## config.mk

```make
export PLATFORM = sky130hd
export DESIGN_NAME = mvec_unit
export DESIGN_NICKNAME = d
export VERILOG_FILES = /design/src/rtl/mvec_pkg.sv /design/src/rtl/mvec_alu.sv /design/src/rtl/mvec_scan.sv /design/src/rtl/mvec_mask.sv /design/src/rtl/mvec_unit.sv
export SDC_FILE = /design/constraint.sdc
export NUM_CORES = 2
export LEC_CHECK = 0
export BUFFER_PORTS_ARGS = -buffer_cell sky130_fd_sc_hd__buf_2
export CAP_MARGIN = 5
export CORE_UTILIZATION = 28
export CTS_CLUSTER_DIAMETER = 120
export DETAILED_ROUTE_END_ITERATION = 7
export PLACE_DENSITY = 0.48
export SLEW_MARGIN = 20
export SYNTH_ARGS = -nofsm -noshare
export SYNTH_HDL_FRONTEND = slang
export SYNTH_SLANG_ARGS = --single-unit
```

## constraint.sdc

```tcl
create_clock -name clk -period 14.4 [get_ports clk]
set_clock_uncertainty 0.1 [all_clocks]
set_input_delay 3.6 -clock clk [delete_from_list [all_inputs] [get_ports clk]]
set_output_delay 3.6 -clock clk [all_outputs]
set_load 0.03 [all_outputs]
```

## src/rtl/mvec_pkg.sv

```systemverilog
package mvec_pkg;

    typedef enum logic [2:0] {
        OP_ADD    = 3'd0,
        OP_MUL    = 3'd1,
        OP_MOVA   = 3'd2,
        OP_MOVB   = 3'd3,
        OP_CMPGE  = 3'd4,
        OP_CMPEQZ = 3'd5,
        OP_INV    = 3'd6,
        OP_NOP    = 3'd7
    } vop_e;

    typedef struct packed {
        logic run;
        logic dense;
        vop_e op;
    } seq_ctl_t;

    function automatic logic is_mask_op(vop_e o);
        return o[2];
    endfunction

endpackage

```

## src/rtl/mvec_alu.sv

```systemverilog
module mvec_alu
    import mvec_pkg::*;
#(
    parameter int EW = 32
) (
    input  vop_e          op,
    input  logic [EW-1:0] a,
    input  logic [EW-1:0] b,
    output logic [EW-1:0] res
);
    always_comb begin
        case (op)
            OP_ADD:  res = a + b;
            OP_MUL:  res = a * b;
            OP_MOVA: res = a;
            OP_MOVB: res = b;
            default: res = '0;
        endcase
    end
endmodule

```

## src/rtl/mvec_scan.sv

```systemverilog
module mvec_scan #(
    parameter int NELEM = 8,
    parameter int IW    = 4
) (
    input  logic [NELEM-1:0] bits,
    input  logic [IW-1:0]    from,
    output logic             found,
    output logic [IW-1:0]    pos,
    output logic             more
);
    logic [NELEM-1:0] cand;

    always_comb begin
        cand  = bits & ({NELEM{1'b1}} << from);
        found = |cand;
        pos   = '0;
        for (int i = NELEM - 1; i >= 0; i--) begin
            if (cand[i]) pos = IW'(i);
        end
        more = |(cand & (cand - NELEM'(1)));
    end
endmodule

```

## src/rtl/mvec_mask.sv

```systemverilog
module mvec_mask
    import mvec_pkg::*;
#(
    parameter int NELEM = 8,
    parameter int EW    = 32,
    parameter int IW    = 4
) (
    input  logic                clk,
    input  logic                rst,
    input  logic                upd,
    input  vop_e                op,
    input  logic [IW-1:0]       vlen_eff,
    input  logic [NELEM*EW-1:0] vec_a,
    input  logic [NELEM*EW-1:0] vec_b,
    output logic [NELEM-1:0]    mask_q
);
    logic [NELEM-1:0] ge_bits, z_bits, in_len, nxt;

    generate
        for (genvar g = 0; g < NELEM; g++) begin : g_el
            logic signed [EW-1:0] ea, eb;
            assign ea        = vec_a[g*EW +: EW];
            assign eb        = vec_b[g*EW +: EW];
            assign ge_bits[g] = ea >= eb;
            assign z_bits[g]  = ea == '0;
            assign in_len[g]  = IW'(g) < vlen_eff;
        end
    endgenerate

    always_comb begin
        case (op)
            OP_CMPGE:  nxt = ge_bits & in_len;
            OP_CMPEQZ: nxt = z_bits & in_len;
            OP_INV:    nxt = ~mask_q & in_len;
            default:   nxt = mask_q;
        endcase
    end

    always_ff @(posedge clk) begin
        if (rst)      mask_q <= '0;
        else if (upd) mask_q <= nxt;
    end

    // a mask write never leaves a bit set at or above the length
    assert_len_clear_R4: assert property (@(posedge clk) disable iff (rst)
        upd && (op != OP_NOP) |=> ((mask_q >> $past(vlen_eff)) == '0));
endmodule

```

## src/rtl/mvec_unit.sv

```systemverilog
module mvec_unit
    import mvec_pkg::*;
#(
    parameter int NELEM = 8,
    parameter int EW    = 32,
    localparam int IW   = $clog2(NELEM + 1),
    localparam int XW   = $clog2(NELEM),
    localparam int VW   = NELEM * EW
) (
    input  logic          clk,
    input  logic          rst,
    input  logic          start,
    input  logic [2:0]    op,
    input  logic          dense,
    input  logic [IW-1:0] vlen,
    input  logic [VW-1:0] vec_a,
    input  logic [VW-1:0] vec_b,
    output logic          busy,
    output logic          done,
    output logic [0:0]    wr_en,
    output logic [XW-1:0] wr_idx,
    output logic [EW-1:0] wr_data,
    output logic [NELEM-1:0] mask_q
);
    seq_ctl_t      ctl_q;
    logic [IW-1:0] cur_q, vlen_q, vlen_eff;
    logic          done_q, accept;
    vop_e          op_in;
    logic [NELEM-1:0] lm_in, lm_q, eff_in, eff_q;
    logic          s_found, s_more;
    logic [IW-1:0] s_pos, idx_sel;
    logic [XW-1:0] xidx;

    assign op_in    = vop_e'(op);
    assign accept   = start && !ctl_q.run;
    assign vlen_eff = (vlen > IW'(NELEM)) ? IW'(NELEM) : vlen;

    always_comb begin
        for (int i = 0; i < NELEM; i++) begin
            lm_in[i] = IW'(i) < vlen_eff;
            lm_q[i]  = IW'(i) < vlen_q;
        end
        eff_in = mask_q & lm_in;
        eff_q  = mask_q & lm_q;
    end

    mvec_mask #(.NELEM(NELEM), .EW(EW), .IW(IW)) u_mask (
        .clk(clk), .rst(rst),
        .upd(accept && is_mask_op(op_in)),
        .op(op_in), .vlen_eff(vlen_eff),
        .vec_a(vec_a), .vec_b(vec_b), .mask_q(mask_q)
    );

    mvec_scan #(.NELEM(NELEM), .IW(IW)) u_scan (
        .bits(eff_q), .from(cur_q),
        .found(s_found), .pos(s_pos), .more(s_more)
    );

    assign idx_sel = ctl_q.dense ? s_pos : cur_q;
    assign xidx    = idx_sel[XW-1:0];

    mvec_alu #(.EW(EW)) u_alu (
        .op(ctl_q.op),
        .a(vec_a[xidx*EW +: EW]),
        .b(vec_b[xidx*EW +: EW]),
        .res(wr_data)
    );

    always_ff @(posedge clk) begin
        if (rst) begin
            ctl_q  <= '{run: 1'b0, dense: 1'b0, op: OP_ADD};
            cur_q  <= '0;
            vlen_q <= '0;
            done_q <= 1'b0;
        end else begin
            done_q <= 1'b0;
            if (accept) begin
                ctl_q.op    <= op_in;
                ctl_q.dense <= dense;
                vlen_q      <= vlen_eff;
                cur_q       <= '0;
                if (is_mask_op(op_in))
                    done_q <= 1'b1;
                else if (dense ? (eff_in == '0) : (vlen_eff == '0))
                    done_q <= 1'b1;
                else
                    ctl_q.run <= 1'b1;
            end else if (ctl_q.run) begin
                if (ctl_q.dense) begin
                    cur_q <= s_pos + IW'(1);
                    if (!s_more) begin
                        ctl_q.run <= 1'b0;
                        done_q    <= 1'b1;
                    end
                end else begin
                    cur_q <= cur_q + IW'(1);
                    if (cur_q == vlen_q - IW'(1)) begin
                        ctl_q.run <= 1'b0;
                        done_q    <= 1'b1;
                    end
                end
            end
        end
    end

    assign busy   = ctl_q.run;
    assign done   = done_q;
    assign wr_idx = xidx;
    assign wr_en  = ctl_q.run && (ctl_q.dense ? s_found : mask_q[xidx]);

    // a write only hits an element that is active and inside the length
    assert_wr_masked_R5: assert property (@(posedge clk) disable iff (rst)
        wr_en |-> (mask_q[wr_idx] && (IW'(wr_idx) < vlen_q)));
    // density mode issues an element in every busy cycle
    assert_dense_issue_R6: assert property (@(posedge clk) disable iff (rst)
        (busy && ctl_q.dense) |-> wr_en);
    // completion never overlaps a running sequence
    assert_done_idle_R5: assert property (@(posedge clk) disable iff (rst)
        done |-> !busy);
    // consecutive writes go to ascending elements
    assert_ascend_R6: assert property (@(posedge clk) disable iff (rst)
        (wr_en && $past(wr_en)) |-> (wr_idx > $past(wr_idx)));
    // mask holds while a run is busy, even under a new start
    assert_busy_ignore_R8: assert property (@(posedge clk) disable iff (rst)
        (busy && start) |=> $stable(mask_q));
endmodule

```

Yosys cells after proc, flatten, opt, wreduce, memory -nomap -nowiden
Index checks and enable logic that the tools add are counted.
Widths: inputs -> output; s select.
- register bits after elaboration: 22
- input port bits: 523
- output and inout port bits: 46
- logic and storage cells: 111
- add/subtract/negate cells: 5
- $mul: 1
- $lt $le $gt $ge: 26
- equal/unequal tests: 9
- shifts and indexed selects: 3
- muxes and demuxes: 31
- bitwise gates (word level): 8
- reductions and logical operators: 21
- operators by type and width (cell ; count):
    $shiftx 256x9->32 ; 2
    $ge 32x32->1 ; 8
    $logic_not 32->1 ; 8
    $pmux 32 s4 ; 1
    $and 8x8->8 ; 7
    $add 32x32->32 ; 1
    $lt 3x4->1 const A ; 8
    $mul 32x32->32 ; 1
    $mux 3 ; 9
    $pmux 8 s3 ; 1
    $mux 1 ; 17
    $lt 1x4->1 const A ; 4
    $lt 2x4->1 const A ; 4
    $reduce_or 8->1 ; 2
    $eq 3x3->1 const B ; 3
    $add 4x1->4 const B ; 2
    $logic_not 8->1 ; 1
    $mux 4 ; 2
    $not 8->8 ; 1
    $shl 8x4->8 const A ; 1
    $sub 8x1->8 const B ; 1
    $eq 3x2->1 const B ; 2
    $eq 4x4->1 ; 1
    $gt 4x4->1 const B ; 1
    12 further kinds ; 16

Logic depth before layout (Yosys ltp)
- word-level depth: 16
- gate-level depth with buffers: 50
- gate-level depth less buffers: 43

Cells and area by module
Synthesis repeated with hierarchy kept, for this count alone.
- cells, all modules: 4608
- area, all modules: 33548.4 um^2
- by module, submodules not included (module ; times used ; cells each ; area each (um^2)):
    mvec_alu ; 1 ; 2114 ; 18211.2
    mvec_mask ; 1 ; 1071 ; 7566.0
    mvec_unit ; 1 ; 1380 ; 7474.7
    mvec_scan ; 1 ; 43 ; 296.5

Worst setup path after synthesis
No wires, ideal clock.
- path kind: input-to-output
- start point: input port vec_b[99]
- end point: output port wr_data[31]
- arrival time: 11.180 ns
- data required time: 10.700 ns
- setup slack: -0.480 ns
- stages on the path: 33
- path buffers: 3
- cell sequence: nor3_1 a21oi_1 o21ai_0 nor2_1 nor2_1 clkbuf_1 buf_1 nor2_1 fa_1 inv_1 fa_1 fa_1 fa_1 inv_1 fa_1 ha_1 fa_1 inv_1 fa_1 inv_1 ha_1 clkbuf_1 a21o_1 a21oi_1 nand2_1 o211ai_1 a21oi_1 a211o_1 a31o_2 a21o_1 a21oi_1 xnor2_1 a221o_1
- longest elaborated chain between the ends: 3
- RTL lines (what ; RTL line ; text):
    start: declaration ; mvec_unit.sv:17 ; input logic [VW-1:0] vec_b,
    $shiftx 256x9->32 * ; mvec_unit.sv:65 ; .b(vec_b[xidx*EW +: EW]),
    $mul 32x32->32 or $add 32x32->32 (tied branches) ; mvec_alu.sv:14, mvec_alu.sv:13 ;
    $pmux 32 s4 * ; mvec_alu.sv:12 ; case (op)
    end: declaration ; mvec_unit.sv:22 ; output logic [EW-1:0] wr_data,
Every way passes the cells marked *; elsewhere a longest branch is shown, timed or not.

Worst setup path in the final report
- start point: input port vec_b[229]
- end point: output port wr_data[31]
Same word-level chain as after synthesis.

==> metrics.md <==
| Metric | Value |
|---|---|
| Commonest non-fill, non-tap cell in the layout | `buf_4` |
| Antenna viol nets, final | `0` |
| Worst Path Max Fanout | `7` |
| Yosys reg bits | `22` |
| Post-synth top area share | `26.5%` |
| Longest Clk Path Bufs | `2` |
| Critical Path Sink Type | `output pin` |
| Worst Tran Pin Value | `1.11 ns` |
| First-pass GRT wire length | `between 200 and 300 mm` |
| Asr flop ratio synth | `0%` |
| NumNets Final | `about 6.6k` |
| Share of cells above drive strength 1 | `36.6%` |
| Initial DRC Count | `3105` |
| Area occupied by registers | `440 um^2` |
| Number of flops mapped to enable cells by yosys | `0` |
| Routed WL per cell | `29.6 um` |
| Dpl ws | `-1.55 ns` |
| Skew-Pair Late Insertion Delay | `0.26 ns` |
| Post-Synthesis Cells | `between 3k and 4k` |
| Rows | `~120` |
| Core region area | `0.109 mm^2` |
| Area of the multi-input gates | `between 0.02 and 0.03 mm^2` |
| Synthesized area | `roughly 0.031 mm^2` |
| Critical Path RT | `10.70 ns` |
| CTS sink count | `22` |
| Die area | `0.111 mm^2` |
| Hold Crit Class | `flop to flop` |
| Reg2reg setup slack | `roughly 11 ns` |
| Status | `finished, violations left` |
| Sequential cell area fraction in the yosys report | `1.43%` |
| Tmin final | `15.18 ns` |
| Pin count of the biggest net entering global routing | `55` |
| CP Class | `input pin to output pin` |
| HPWL reported at the end of detailed placement | `176 mm` |
| Clk slew on worst S/H paths | `0.06 ns` |
| Worst slew margin | `25.0%` |
| Vias | `35.6k` |
| Global route total overflow | `0` |
| Most frequent cells in the layout | `buf_4, inv_1, buf_2` |
| Failing checks | `negative setup slack` |
| Area leader, netlist | `fa_1` |
| First drt pass iteration count | `7` |
| RSZ-0062 raised after global routing | `yes` |
| Layout fillers | `about 11k` |
| Hold Path Depth | `2` |
| # DRC | `0` |
| Area Overhead vs Synth | `44.2%` |
| FMAX | `65.9 MHz` |
| Fin. max-slew vios | `0` |
| Crit share post-route | `105%` |
| Top post-synthesis cells by area | `fa_1, ha_1, inv_1` |
| IO buf count | `568` |
| Final setup margin | `-0.784 ns` |
| Setup crit start kind | `input pin` |
| Total track usage | `approximately a third` |
| CP arrival | `11.48 ns` |
| Mapped Nets | `5307` |
| Number of global-route vias before repair | `37.0k` |
| Final Hold Fails | `0` |
| IO Pins | `569` |
| Via density | `about 5.3` |
| Worst r2r path cells | `13` |
| CTS H-tree lvls | `1` |
| Initial antenna violation count | `24` |
| Library cells used by synthesis | `90` |
| Initial core utilization | `28.3%` |
| Hold buffer count at CTS | `0` |
| CTS tree | `done` |
| Syn Area/Cell | `7.79 um^2` |
| Die height | `334 um` |
| Total Wirelength | `between 150 and 200 mm` |
| Max cap viols | `0` |
| Most used cell, CP | `fa_1` |
| Die W | `around 330 um` |
| Top FF cell, synth | `dfxtp_1` |
| CP max stage delay | `0.55 ns` |
| Yosys warnings | `0` |
| Slowest CP cell | `mux4_2` |
| Final setup vio count | `17` |
| Cts bufs inserted | `3` |
| Placer congestion estimate | `1.01` |
| Root buffer cell | `clkbuf_16` |
repair_timing:
action / CTS / global route
setup endpoints to repair: 21 / 19
gates cloned: 1 / 0
setup buffers: 56 / 24
pin swaps: 134 / 141
resized for setup: 381 / 160
worst max-delay path, delay by kind of cell:
kind	cells	cell delay, ns
adders and majority gates	10	3.81
AOI/OAI and AO/OA	10	2.31
buffers and inverters	7	1.01
muxes	1	0.55
xor gates and xnor gates	1	0.10
and+or+nand+nor	1	0.08
metrics by stage:
stage,setup TNS [ns],hold slack [ns],area [um^2],utilization (%),cells
after global placement,-23.21,0.416,41800,38.4,6653
after floorplan,-0.0561,0.369,31000,-,3960
final,-7.17,0.420,44500,40.8,6725
after detailed placement,-23.75,0.418,41900,38.4,6653
after CTS,-5.92,0.424,43800,40.2,6698
after global routing,-10.82,0.445,44500,40.8,6719
cells in the mapped netlist, types with 9 or more instances:
library cell / count
buf_2: 30
xnor2_1: 86
a31o_2: 9
buf_6: 21
nand2b_1: 48
o211ai_1: 34
a32oi_1: 9
o21ai_1: 10
mux2i_1: 62
nor2_1: 410
a22oi_1: 10
o221ai_1: 10
nor2b_1: 58
o21ai_0: 140
and3_1: 39
nand4_1: 66
clkinv_1: 16
ha_1: 415
o21bai_1: 13
nor3_1: 56
a21oi_1: 234
and2_1: 36
o21a_1: 26
mux4_2: 35
xor2_1: 21
a21o_1: 72
nand2_1: 364
fa_1: 409
nor4_1: 72
a31oi_1: 16
nand3_1: 37
dfxtp_1: 22
a211oi_1: 19
inv_1: 710
o22ai_1: 10
clkbuf_1: 99
mux2_2: 13
buf_4: 21
a2111oi_0: 45
layout make-up:
type / instances / area share, %
multi-input combinational: 3025 / 63.8
clock inverter: 1 / 0.0675
antenna: 10 / 0.0562
clock buffer: 3 / 0.169
tap: 1414 / 3.98
timing repair buffer: 1518 / 24.7
inverter: 732 / 6.29
sequential: 22 / 0.990
final timing paths:
path | from | endpoint
max | vec_b[229] | wr_data[31]
min reg2reg | vlen_q[1] | vlen_q[1]
min | vlen_q[1] | vlen_q[1]
max reg2reg | vlen_q[0] | cur_q[1]
cells by family (layout without fill, tap and decap cells):
kind of cell / after synthesis / in the layout / synth area share (%)
fa+ha+maj: 825 / 825 / 43.4
mux: 111 / 111 / 5.09
xor+xnor: 111 / 111 / 3.33
other cells: 0 / 10 / 0
buf+inv: 913 / 2254 / 12.2
compound gates: 740 / 740 / 15.7
simple gates: 1238 / 1238 / 18.9
flops: 22 / 22 / 1.43
per-layer routing:
| metal | global-route usage (%) | wire, um | vias up |
|---|---|---|---|
| li1 | - | - | 15900 |
| met1 | 43.5 | 79900 | 17600 |
| met2 | 58.3 | 91500 | 1715 |
| met3 | 4.27 | 13100 | 415 |
| met4 | 19.8 | 14100 | 22 |
| met5 | 0 | 146 | - |
state kept, by name, summed over array words and instances, names as in the netlist:
name / count
busy: 1
vlen_q: 4
ctl_q: 4
cur_q: 4
done: 1
u_mask.mask_q: 8
Power is left out: the tool's default activity adds up to more than one toggle a clock period on the data nets, which glitch-free logic cannot reach.
